===== src/rtl/link_sleep_ctl.sv =====
module link_sleep_ctl #(
  parameter int SLOTS = 32,
  parameter int CW    = 16
) (
  input  logic             clk,
  input  logic             rst_n,
  input  logic [SLOTS-1:0] cmd_issue,
  input  logic [SLOTS-1:0] tag_active,
  input  logic [CW-1:0]    idle_limit,
  input  logic             plat_sleep_ok,
  input  logic             cap_sleep,
  input  logic             cap_aggr,
  input  logic             sw_sleep_req,
  input  logic             aen_wr,
  input  logic             aen_wdata,
  output logic             aen_q,
  output logic             plat_ok_q,
  output logic             phy_sleep
);

  logic          idle;
  logic          aen_r, aen_nx, aen_fall, expire, sleep_r, sleep_nx;
  logic [CW-1:0] cnt;

  assign idle      = ~|cmd_issue && ~|tag_active;
  assign plat_ok_q = plat_sleep_ok & cap_sleep;

  always_comb begin
    aen_nx = aen_r;
    if (aen_wr) aen_nx = aen_wdata;
    if (!cap_aggr || !plat_ok_q) aen_nx = 1'b0;
  end

  assign aen_fall = aen_r & ~aen_nx;
  assign expire   = aen_r && idle && (cnt >= idle_limit);

  always_comb begin
    sleep_nx = sleep_r;
    if (!idle)             sleep_nx = 1'b0;
    else if (aen_fall)     sleep_nx = 1'b0;
    else if (sw_sleep_req) sleep_nx = 1'b1;
    else if (expire)       sleep_nx = 1'b1;
  end

  always_ff @(posedge clk or negedge rst_n) begin
    if (!rst_n) begin
      aen_r   <= 1'b0;
      sleep_r <= 1'b0;
      cnt     <= '0;
    end else begin
      aen_r   <= aen_nx;
      sleep_r <= sleep_nx;
      if (!idle || !aen_r)       cnt <= '0;
      else if (cnt < idle_limit) cnt <= cnt + 1'b1;
    end
  end

  assign aen_q     = aen_r;
  assign phy_sleep = sleep_r;

endmodule



===== config.mk =====
export PLATFORM = sky130hd
export DESIGN_NAME = link_sleep_ctl
export DESIGN_NICKNAME = d
export VERILOG_FILES = /design/src/rtl/link_sleep_ctl.sv
export SDC_FILE = /design/constraint.sdc
export NUM_CORES = 1
export LEC_CHECK = 0
export BUFFER_PORTS_ARGS = -buffer_cell sky130_fd_sc_hd__buf_2
export CAP_MARGIN = 20
export CORE_ASPECT_RATIO = 1.1
export CORE_UTILIZATION = 44
export CTS_BUF_LIST = sky130_fd_sc_hd__clkbuf_2
export DETAILED_ROUTE_END_ITERATION = 8
export GPL_TIMING_DRIVEN = 0
export HOLD_SLACK_MARGIN = 0.12
export PLACE_DENSITY_LB_ADDON = 0.2
export SLEW_MARGIN = 5
export SYNTH_ARGS = -nofsm -noshare
export SYNTH_HDL_FRONTEND = slang
export SYNTH_SLANG_ARGS = --single-unit

===== constraint.sdc =====
create_clock -name clk -period 2.4 [get_ports clk]
set_input_delay 0.12 -clock clk [delete_from_list [all_inputs] [get_ports clk]]
set_output_delay 0.12 -clock clk [all_outputs]
set_load 0.005 [all_outputs]

==> metrics.txt <==
post-route clock period utilization=a little over nine tenths; R2R cell count=7; H-tree depth=1; height of the die=approximately 63 µm; Most used DFF post-synth=dfrtp_1; clk slew on worst S/H paths=170 ps; WL/cell=about 14 µm; die area=3600 µm²; synth-to-layout area growth=49.4%; Levels on crit path=7; row cnt=21; GRT Total Usage=a little under a quarter; Initial Util=roughly 47%; HP Start=tag_active[0]; GRT overflow=0; skew final=1.94 ps; Mapped Nets=278; first-pass GRT wire length=around 6.7 mm; worst hold stages=6; Slowest-stage cell, CP=or4_4; CP Launch Type=flip-flop; drt first pass iters=4; Max stage delay on crit path=between 500 and 600 ps; Reg2Reg Setup Slack=approximately 35 ps; Sw Ratio=26.4%; CP arrival=2620 ps; TritonCTS clock tree=yes; Slew HR=approximately 66%; clock network power share=23.5%; Switch Pwr=approximately 150 µW; Setup-failing EPs final=0; Slew @ Worst Pin=503 ps; ANT nets after route=0; max-slew violations=0; area of the mapped netlist=1480 µm²; crit path kind=flip-flop to flip-flop; Hold Slack=approximately 140 ps; FF-to-FF End=cnt[12]; sequential element share of the synthesized area=between 30% and 40%; combinational share of power=21.9%; max cap viols=0; maximum vdd drop=between 0.15 and 0.2 mV; sequential power share=54.6%; largest net degree at the start of global routing=19; total power=roughly 560 µW; post-synth cell types=36; CTS sink count=18; Routed WL=approximately 4.4 mm; Crit path required time=2660 ps; CP endpoint kind=flip-flop; syn_area_per_cell=8.56 µm²; non-filler cells in the finished layout=around 310; highest clock rate=between 400 and 500 MHz; PortBufs=90; CP Cell Sequence=ha_1 -> a21oi_1 -> o21ai_1 -> o2bb2ai_2 -> or3_4 -> or4_4 -> a21oi_2; Clock Tree Buf Depth=2; CP Buf/Inv Count=0; NumNets Final=approximately 390; PwrDens=between 200 and 300 nW/µm²; layout cell share with drive strength beyond 1=between 40 and 50%; RePlAce Congestion=around 0.77; vias in the first global route=~1700; r2r startpoint=cnt[5]; clk root buf=clkbuf_2; diodes inserted=0; cell family with most CP delay=simple AND/OR/NAND/NOR gates; Hold Crit Endpoint=phy_sleep; vias per std cell=approximately 5.6; CTS Buf Count=3; Yosys reg bits=18; drt drc=0; EDFF count, synth=0; CORE AREA=around 3100 µm²; Pint=410 µW; Die X=about 57 µm; insertion delay to the later sink of the worst-skew pair=a little over 300 ps; ys async rst share=100%; Lkg Pwr=0.00106 µW; minimum clock period=about 2400 ps; antenna violations before repair=0; Hold/Removal Path Class=primary input to flip-flop; outcome=complete, no violations; Inst Count DP=around 300; DR iter-0 viols=39; I/O pin cnt=91; crit-path max FO=5; number of cells produced by synthesis=173; via count=1743; YS warnings=0; Hold Fails Final Rpt=0; final core utilization=approximately 71%; hpwl dp=approximately 3.3 mm
[what timing repair did]
action	CTS	global route
pin swaps	1	4
hold buffers	4	0
resized for setup	1	21
hold endpoints to repair	20	0
setup endpoints to repair	2	12
buffers inserted	1	8
[power groups by stage]
stage                     Sequential, µW  Clock, µW  Combinational, µW
after floorplan                      310          0               29.4
after global placement               310          0                107
after detailed placement             310          0                111
after CTS                            304        131                117
after global routing                 304        139                135
final                                304        131                122
[cell usage in the layout (no fill, tap or decap), types with 6 or more instances in the layout]
cell type | synthesis | routed
nand2_1 | 10 | 10
nor4_1 | 22 | 22
buf_4 | 0 | 9
nor2_1 | 9 | 9
inv_1 | 20 | 20
nand4_1 | 9 | 9
a21oi_2 | 1 | 8
buf_2 | 2 | 90
a21oi_1 | 15 | 8
dfrtp_1 | 18 | 18
ha_1 | 17 | 13
o21ai_0 | 6 | 6
[worst max-delay path by stage]
| stage | from | endpoint |
|---|---|---|
| after floorplan | cnt[5] | cnt[6] |
| after global placement | cnt[9] | cnt[6] |
| after detailed placement | cnt[1] | cnt[6] |
| after CTS | cnt[11] | cnt[6] |
| after global routing | cnt[5] | cnt[12] |
| final | cnt[5] | cnt[12] |
[routing by layer]
layer  wire length, µm  global-route usage, %
met1              1680                   25.1
met2              2430                   47.1
met3               208                   1.86
met4                53                   8.84
met5                 0                      0
[synthesized netlist by cell type (2+ instances only)]
library cell   n  share of area, %
nor4_1        22               9.3
inv_1         20               5.1
dfrtp_1       18                30
ha_1          17                14
a21oi_1       15               5.1
nand2_1       10               2.5
nand4_1        9               3.8
nor2_1         9               2.3
o21ai_0        6               2.0
nand3_1        5               1.7
xnor2_1        5               3.0
o31ai_1        4               2.0
or3_1          4               1.7
or4_1          4               2.0
buf_2          2              0.68
mux2i_1        2               1.4
o31a_1         2               1.2
[worst reg2reg max path: stages (launching register included)]
cell	delay, ps
dfrtp_1	430
ha_1	310
a21oi_1	200
o21ai_1	100
o2bb2ai_2	160
or3_4	440
or4_4	530
a21oi_2	150
[sequential cells by signal, summed over array words and instances, names as in the netlist]
register,flops
aen_q,1
cnt,16
phy_sleep,1
[cell families after synthesis]
family / count (synthesis) / synth area share [%]
mux: 2 / 1.35
simple gates: 72 / 28.3
compound gates: 36 / 16.6
fa+ha+maj: 17 / 14.4
flops: 18 / 30.4
buf+inv: 23 / 6.00
xor+xnor: 5 / 2.96
[metrics by stage]
stage | cell area, µm² | TNS, ps | setup slack [ps]
2_1_floorplan | 1480 | 0 | 213
4_1_cts | 2050 | 0 | 10.8
6_report | 2210 | 0 | 34.8
3_3_place_gp | 1970 | 0 | 59.1
3_5_place_dp | 1970 | 0 | 5.66
5_1_grt | 2210 | -105 | -32.9
[layout make-up]
cell class | count | area [µm²]
Multi-Input combinational cell | 132 | 1040
Fill cell | 268 | 916
Timing Repair Buffer | 103 | 558
Sequential cell | 18 | 450
Inverter | 20 | 75.1
Tap cell | 34 | 42.5
Buffer | 3 | 26.3
Clock buffer | 3 | 15.0
No activity file was read; power rests on OpenSTA's default activity.
